**src/rtl/fmm_pkg.sv**
```systemverilog
package fmm_pkg;
  parameter int D_W     = 64;
  parameter int S_W     = 32;
  parameter int D_EXP_W = 11;
  parameter int S_EXP_W = 8;
  parameter int FLAG_W  = 5;
  localparam int D_MAN_W = D_W - 1 - D_EXP_W;
  localparam int S_MAN_W = S_W - 1 - S_EXP_W;
  localparam int MAG_W   = D_W - 1;
  localparam int BOX_W   = D_W - S_W;
  localparam int INV_BIT = FLAG_W - 1;

  localparam logic [D_W-1:0] CANON_D = {1'b0, {D_EXP_W{1'b1}}, 1'b1, {(D_MAN_W-1){1'b0}}};
  localparam logic [S_W-1:0] CANON_S = {1'b0, {S_EXP_W{1'b1}}, 1'b1, {(S_MAN_W-1){1'b0}}};

  typedef struct packed {
    logic capture;
    logic isDouble;
    logic isMax;
  } ctrlStrobes_t;
endpackage

```
**src/rtl/fmm_classify.sv**
```systemverilog
module fmm_classify
  import fmm_pkg::*;
(
  input  logic [D_W-1:0]   operand,
  input  logic             isDouble,
  output logic             isNan,
  output logic             isSnan,
  output logic             sign,
  output logic [MAG_W-1:0] mag
);
  logic [S_W-1:0] lowHalf;
  logic dExpOnes, dManNz, dQuiet;
  logic sExpOnes, sManNz, sQuiet;

  assign lowHalf  = operand[S_W-1:0];

  assign dExpOnes = &operand[D_W-2 -: D_EXP_W];
  assign dManNz   = |operand[D_MAN_W-1:0];
  assign dQuiet   = operand[D_MAN_W-1];

  assign sExpOnes = &lowHalf[S_W-2 -: S_EXP_W];
  assign sManNz   = |lowHalf[S_MAN_W-1:0];
  assign sQuiet   = lowHalf[S_MAN_W-1];

  always_comb begin
    if (isDouble) begin
      isNan  = dExpOnes && dManNz;
      isSnan = dExpOnes && dManNz && !dQuiet;
      sign   = operand[D_W-1];
      mag    = operand[MAG_W-1:0];
    end else begin
      isNan  = sExpOnes && sManNz;
      isSnan = sExpOnes && sManNz && !sQuiet;
      sign   = lowHalf[S_W-1];
      mag    = {{(MAG_W-S_W+1){1'b0}}, lowHalf[S_W-2:0]};
    end
  end
endmodule

```
**src/rtl/fmm_ctrl.sv**
```systemverilog
module fmm_ctrl
  import fmm_pkg::*;
(
  input  logic         clk,
  input  logic         rstN,
  input  logic         inValid,
  input  logic         inIsDouble,
  input  logic         inIsMax,
  output ctrlStrobes_t strobes,
  output logic         outValid
);
  always_comb begin
    strobes.capture  = inValid && rstN;
    strobes.isDouble = inIsDouble;
    strobes.isMax    = inIsMax;
  end

  always_ff @(posedge clk) begin
    if (!rstN) outValid <= 1'b0;
    else       outValid <= inValid;
  end
endmodule

```
**src/rtl/fmm_datapath.sv**
```systemverilog
module fmm_datapath
  import fmm_pkg::*;
(
  input  logic              clk,
  input  logic              rstN,
  input  ctrlStrobes_t      strobes,
  input  logic [D_W-1:0]    opA,
  input  logic [D_W-1:0]    opB,
  output logic [D_W-1:0]    resultQ,
  output logic [FLAG_W-1:0] flagsQ
);
  logic [D_W-1:0]   opV [2];
  logic [1:0]       nanV, snanV, signV;
  logic [MAG_W-1:0] magV [2];

  assign opV[0] = opA;
  assign opV[1] = opB;

  generate
    for (genvar i = 0; i < 2; i++) begin : g_cls
      fmm_classify u_cls (
        .operand (opV[i]),
        .isDouble(strobes.isDouble),
        .isNan   (nanV[i]),
        .isSnan  (snanV[i]),
        .sign    (signV[i]),
        .mag     (magV[i])
      );
    end
  endgenerate

  logic           aLess, pickA;
  logic [D_W-1:0] chosen, canon, resultD;
  logic [FLAG_W-1:0] flagsD;

  always_comb begin
    if (signV[0] != signV[1]) aLess = signV[0];
    else if (signV[0])        aLess = magV[0] > magV[1];
    else                      aLess = magV[0] < magV[1];

    if (nanV[0])      pickA = 1'b0;
    else if (nanV[1]) pickA = 1'b1;
    else              pickA = strobes.isMax ? !aLess : aLess;

    chosen = pickA ? opA : opB;
    canon  = strobes.isDouble ? CANON_D : {{BOX_W{1'b1}}, CANON_S};

    if (&nanV)                 resultD = canon;
    else if (strobes.isDouble) resultD = chosen;
    else                       resultD = {{BOX_W{1'b1}}, chosen[S_W-1:0]};

    flagsD          = '0;
    flagsD[INV_BIT] = |snanV;
  end

  always_ff @(posedge clk) begin
    if (!rstN) begin
      resultQ <= '0;
      flagsQ  <= '0;
    end else if (strobes.capture) begin
      resultQ <= resultD;
      flagsQ  <= flagsD;
    end
  end
endmodule

```
**src/rtl/fp_minmax_unit.sv**
```systemverilog
module fp_minmax_unit
  import fmm_pkg::*;
(
  input  logic              clk,
  input  logic              rstN,
  input  logic              inValid,
  input  logic              inIsDouble,
  input  logic              inIsMax,
  input  logic [D_W-1:0]    inOpA,
  input  logic [D_W-1:0]    inOpB,
  output logic              outValid,
  output logic [D_W-1:0]    outResult,
  output logic [FLAG_W-1:0] outFlags
);
  ctrlStrobes_t strobes;

  fmm_ctrl u_ctrl (
    .clk       (clk),
    .rstN      (rstN),
    .inValid   (inValid),
    .inIsDouble(inIsDouble),
    .inIsMax   (inIsMax),
    .strobes   (strobes),
    .outValid  (outValid)
  );

  fmm_datapath u_dp (
    .clk    (clk),
    .rstN   (rstN),
    .strobes(strobes),
    .opA    (inOpA),
    .opB    (inOpB),
    .resultQ(outResult),
    .flagsQ (outFlags)
  );
endmodule

```
**config.mk**
```make
export PLATFORM = sky130hd
export DESIGN_NAME = fp_minmax_unit
export DESIGN_NICKNAME = d
export VERILOG_FILES = /design/src/rtl/fmm_pkg.sv /design/src/rtl/fmm_classify.sv /design/src/rtl/fmm_ctrl.sv /design/src/rtl/fmm_datapath.sv /design/src/rtl/fp_minmax_unit.sv
export SDC_FILE = /design/constraint.sdc
export NUM_CORES = 1
export LEC_CHECK = 0
export BUFFER_PORTS_ARGS = -buffer_cell sky130_fd_sc_hd__buf_4
export CAP_MARGIN = 20
export CORE_MARGIN = 2
export CORE_UTILIZATION = 52
export CTS_BUF_LIST = sky130_fd_sc_hd__clkbuf_2 sky130_fd_sc_hd__clkbuf_4 sky130_fd_sc_hd__clkbuf_8
export DETAILED_ROUTE_END_ITERATION = 8
export MAX_ROUTING_LAYER = met4
export PLACE_DENSITY = 0.83
export SYNTH_ARGS = -nofsm -noshare
export SYNTH_HDL_FRONTEND = slang
export SYNTH_SLANG_ARGS = --single-unit
export TNS_END_PERCENT = 50
```
**constraint.sdc**
```tcl
create_clock -name clk -period 5.3 [get_ports clk]
set_clock_uncertainty 0.15 [all_clocks]
set_input_delay 1.325 -clock clk [delete_from_list [all_inputs] [get_ports clk]]
set_output_delay 1.325 -clock clk [all_outputs]
set_load 0.005 [all_outputs]
```
* Word-level counts from Yosys, hierarchy flattened
Index checks and enable logic that the tools add are counted.
** Word-level totals
- Bits in registers :: 66
- Input port bits :: 133
- Logic and storage cells :: 47
** Operators by class
- $lt $le $gt $ge :: 2
- Equality and inequality tests :: 1
- Multiplexer cells :: 17
- Reductions and logical operators :: 24
** Operators with widths (number)
- 64-bit two-way mux :: 4
- 63-bit two-way mux :: 2
- 52-bit OR reduction :: 2
- 63-bit > comparator :: 1
- 63-bit less-than comparator :: 1
- 23-bit OR reduction :: 2
- 11-bit AND reduction :: 2
- 8-bit AND reduction :: 2
- 1-bit two-way mux :: 11
- 1-bit logical AND :: 9
- 1-bit logical NOT :: 5
- 2-bit AND reduction :: 1
- 2-bit OR reduction :: 1
- 1-bit inequality test :: 1

* Longest topological paths before layout
- Depth after elaboration :: 11
- Mapped depth :: 17

* Hierarchy
A second synthesis with hierarchy kept.
** Second synthesis, totals
- Cells, all modules :: 834
- Area, all modules :: 6241.0 µm²
** Modules (own cells, without submodules)
- fmm_datapath :: times used 1, cells each 635, area an instance 4892.2 µm², seq. area each 1301.2 µm²
- fmm_classify :: times used 2, cells each 97, area an instance 650.6 µm², seq. area each 0.0 µm²
- fmm_ctrl :: times used 1, cells each 5, area an instance 47.5 µm², seq. area each 20.0 µm²

* Least setup slack after synthesis
OpenSTA, ideal clock, no wires.
- Path kind :: input -> register
- Start point :: input port inIsDouble
- End point :: register u_dp.resultQ[11]
- Setup time :: 136 ps
- Arrival :: 4609 ps
- Data required time :: 5014 ps
- Slack :: 404 ps
- Stages :: 17
- Buffers on the path :: 6
- Cell sequence :: buf_2 -> clkbuf_1 -> clkbuf_1 -> nand2_1 -> ha_1 -> a21o_1 -> nand3_1 -> a2111oi_1 -> a2111oi_1 -> o21ai_1 -> or4_1 -> buf_2 -> and3_4 -> buf_6 -> buf_6 -> o31ai_1 -> a31oi_1
** Between the ends
- Cells in the longest elaborated chain, start to end :: 11
** Ends and longest elaborated chain
- start, declared :: RTL line fp_minmax_unit.sv:7 : input logic inIsDouble,
- 63-bit two-way mux :: RTL line fmm_classify.sv:26 : if (isDouble) begin
- 63-bit less-than comparator / 63-bit > comparator (equally long branches) :: RTL line fmm_datapath.sv:39, fmm_datapath.sv:38
- 1-bit two-way mux :: RTL line fmm_datapath.sv:38 : else if (signV[0]) aLess = magV[0] > magV[1];
- 1-bit two-way mux :: RTL line fmm_datapath.sv:37 : if (signV[0] != signV[1]) aLess = signV[0];
- 1-bit logical NOT :: RTL line fmm_datapath.sv:43 : else pickA = strobes.isMax ? !aLess : aLess;
- 1-bit two-way mux :: RTL line fmm_datapath.sv:43
- 1-bit two-way mux :: RTL line fmm_datapath.sv:42 : else if (nanV[1]) pickA = 1'b1;
- 1-bit two-way mux :: RTL line fmm_datapath.sv:41 : if (nanV[0]) pickA = 1'b0;
- 64-bit two-way mux :: RTL line fmm_datapath.sv:45 : chosen = pickA ? opA : opB;
- 64-bit two-way mux :: RTL line fmm_datapath.sv:49 : else if (strobes.isDouble) resultD = chosen;
- 64-bit two-way mux * :: RTL line fmm_datapath.sv:48 : if (&nanV) resultD = canon;
- end signal, assigned :: RTL line fmm_datapath.sv:61 : resultQ <= resultD;
- end, declared :: RTL line fmm_datapath.sv:9 : output logic [D_W-1:0] resultQ,
Mark *: on every way between the ends. The rest lies on a longest branch, timed or not.
A chain may end at the register's enable or synchronous reset.

* Worst setup path after layout
- Start point :: input port inIsDouble
- End point :: register u_dp.resultQ[40]
The elaborated chain is that of the path after synthesis.

==> impl_metrics.tcl <==
set metrics [dict create \
    outcome "finished, final reports clean" \
    clk_pin_slew_ns 0.08 \
    p_comb_share_pct 35.4 \
    leakage_uw 0.00330 \
    synth_seq_area_share_pct 23.3 \
    cts.htree.levels 3 \
    diodes 0 \
    cts_sinks 66 \
    vias 6906 \
    crit_path_frequent_cell "a2111oi_1" \
    io_pins 203 \
    drcViolationCount 0 \
    p_int_uw 1080 \
    ctsHoldBuffers 0 \
    fmax_mhz 205 \
    seqPwrFrac_pct 34.1 \
    layout_common_cells "208 x buf_4, 86 x o21ai_0, 67 x a31oi_1, 66 x dfxtp_1, 63 x ha_1" \
    synth_area_um2 5670 \
    placed_cell_area_um2 7170 \
    wirelength_mm 20.9 \
    grt_pass1_wl_mm 33.0 \
    clock_latency_ns 0.35 \
    avgRoutedWirePerCell_um 20.1 \
    fill_cells 943 \
    postCtsSetupBuffers 0 \
    rsz0062_at_grt "false" \
    root_buffer "clkbuf_8" \
    critical_path_class "primary input to flip-flop" \
    startpoint_type "primary input" \
    final_common_cell "buf_4" \
    syn_avg_cell_area_um2 7.64 \
    cts_buffers 9 \
    relSlewSlack_pct 45.2 \
    ant_nets 0 \
    cts_tree "yes" \
    clockBufferDepth 2 \
    fp.dieH_um 108 \
    power_density_nw_per_um2 223 \
    area_growth_syn_to_layout_pct 30.7 \
    finalInstanceArea_um2 7410 \
    p_switching_uw 575 \
    ys_ff_latch 66 \
    drtIter0Drc 950 \
    nNetsFinal 1094 \
    multi_input_area_um2 3890 \
    fin_tns_setup_ns 0 \
    max_stage_delay_ns 0.74 \
    antenna_found_initial 0 \
    coreArea_um2 10700 \
    grt_max_degree 74 \
    hold_viol_final 0 \
    end_kind "flip-flop" \
    die_w_um 108 \
    vdd_drop_max_mv 0.122 \
    r2r_slack_ns 4.38 \
    timing.final.crit_period_ns 4.88 \
    setup_viol 0 \
    synthArstFlopShare_pct 0 \
    gp_congestion 0.995 \
    worst_slew_pin_slew_ns 0.822 \
    p_sw_share_pct 34.8 \
    hp-class "flip-flop to flip-flop" \
    cts_resized 0 \
    cp_max_fo 73 \
    start_util_pct 52.8 \
    dieArea_um2 11800 \
    synth_cells 742 \
    drive_gt1_share_pct 26.8 \
    ys_types 51 \
    utilization_pct 69.0 \
    synth_edf_count 0 \
    pwr-share-clk_pct 30.4 \
    cp.required_ns 5.44 \
    grt_pass1_vias 6495 \
    ys.flop_type "dfxtp_1" \
    synth_warnings 0 \
    portBuffers 198 \
    firstDrtPassIters 8 \
    worst_path_max_delay_cell "and3_4" \
    power_uw 1650 \
    dp_hpwl_mm 15.3 \
    overflow 0 \
    grt_usage_pct 36.1 \
    max_cap_viol_count 0 \
    path_cells "buf_4, and2_1, ha_1, a21o_1, nand3_1, a2111oi_1, a2111oi_1, o21ai_1, o31ai_2, and3_4, o31ai_1, a31oi_1" \
    rows 38 \
    cp.arrival_ns 5.02 \
    finalMaxSlewViolations 0 \
    seq_area_um2 1320 \
    via_per_inst 6.62 \
    post-route-period-util_pct 92.1 \
]
[final timing paths]
check,start,to,cells past startpoint
worst min-delay path,u_dp.resultQ[26],u_dp.resultQ[26],2
worst max-delay path,inIsDouble,u_dp.resultQ[40],12
worst max register to register,u_dp.resultQ[57],u_dp.resultQ[57],2
worst min register to register,u_dp.resultQ[26],u_dp.resultQ[26],2
[synthesized netlist by cell type, drive strengths merged, types with 2 or more instances]
library cell	instances	area, um2
o21ai	88	440
a31oi	68	440
dfxtp	66	1320
ha	63	788
o31ai	55	418
nand2	53	199
clkbuf	44	166
inv	37	139
a21oi	33	165
and2	33	206
nand3	33	165
buf	28	188
nor4	28	188
nand4	26	169
o311ai	20	175
o2111ai	12	105
nor2	10	37.5
nor3	5	25.0
a211oi	4	30.0
a21o	4	30.0
a221oi	4	35.0
a2111oi	3	28.8
and3	3	23.8
o21a	3	22.5
mux2i	2	20.0
nand3b	2	15.0
[cells by family after synthesis]
| logic type | after synthesis | synth area share (%) |
|---|---|---|
| AO/OA/AOI/OAI | 303 | 34.9 |
| buffers and inverters | 109 | 8.69 |
| adder cells (fa/ha/maj) | 63 | 13.9 |
| other | 1 | 0.0661 |
| AND/OR/NAND/NOR | 198 | 18.8 |
| multiplexers | 2 | 0.353 |
| flip-flops | 66 | 23.3 |
[worst max-delay path, delay by kind of cell]
kind | cells | cell delay (ns)
adders and majority gates | 1 | 0.25
AOI/OAI and AO/OA | 7 | 1.91
buffers and inverters | 1 | 0.46
and+or+nand+nor | 3 | 1.05
[registers in the layout (all words and copies together) (netlist names)]
name / flops
u_ctrl.outValid: 1
u_dp.flagsQ: 1
u_dp.resultQ: 64
[routing by layer]
layer  global-route usage [%]  routed length, um  vias to the layer above
met5                        -                  0                        -
met3                     6.21               2250                       67
li1                         -                  -                     3196
met2                     58.8               9920                      487
met4                     14.7                606                        0
met1                     44.3               8160                     3156
[final cells by class]
cell class | instances | area share (%)
tap | 140 | 2.36
inverter | 37 | 1.87
clock inverter | 6 | 1.22
sequential | 66 | 17.8
multi-input combinational | 570 | 52.5
timing repair buffer | 214 | 22.5
clock buffer | 10 | 1.77
[power by group through the flow]
stage                     sequential (uW)  combinational, uW  clock, uW
final                                 564                586        503
after floorplan                       574                315          0
after global routing                  568                639        518
after detailed placement              574                571          0
after global placement                573                553          0
after CTS                             564                575        504
[stage by stage]
step | instances | hold WS [ns] | setup WS (ns)
2_1_floorplan | 745 | 0.379 | 0.404
3_3_place_gp | 1024 | 0.379 | 0.219
3_5_place_dp | 1025 | 0.383 | 0.0122
4_1_cts | 1041 | 0.405 | 0.391
5_1_grt | 1043 | 0.422 | 0.0685
6_report | 1043 | 0.405 | 0.418
Power figures use the tool's default switching activity.
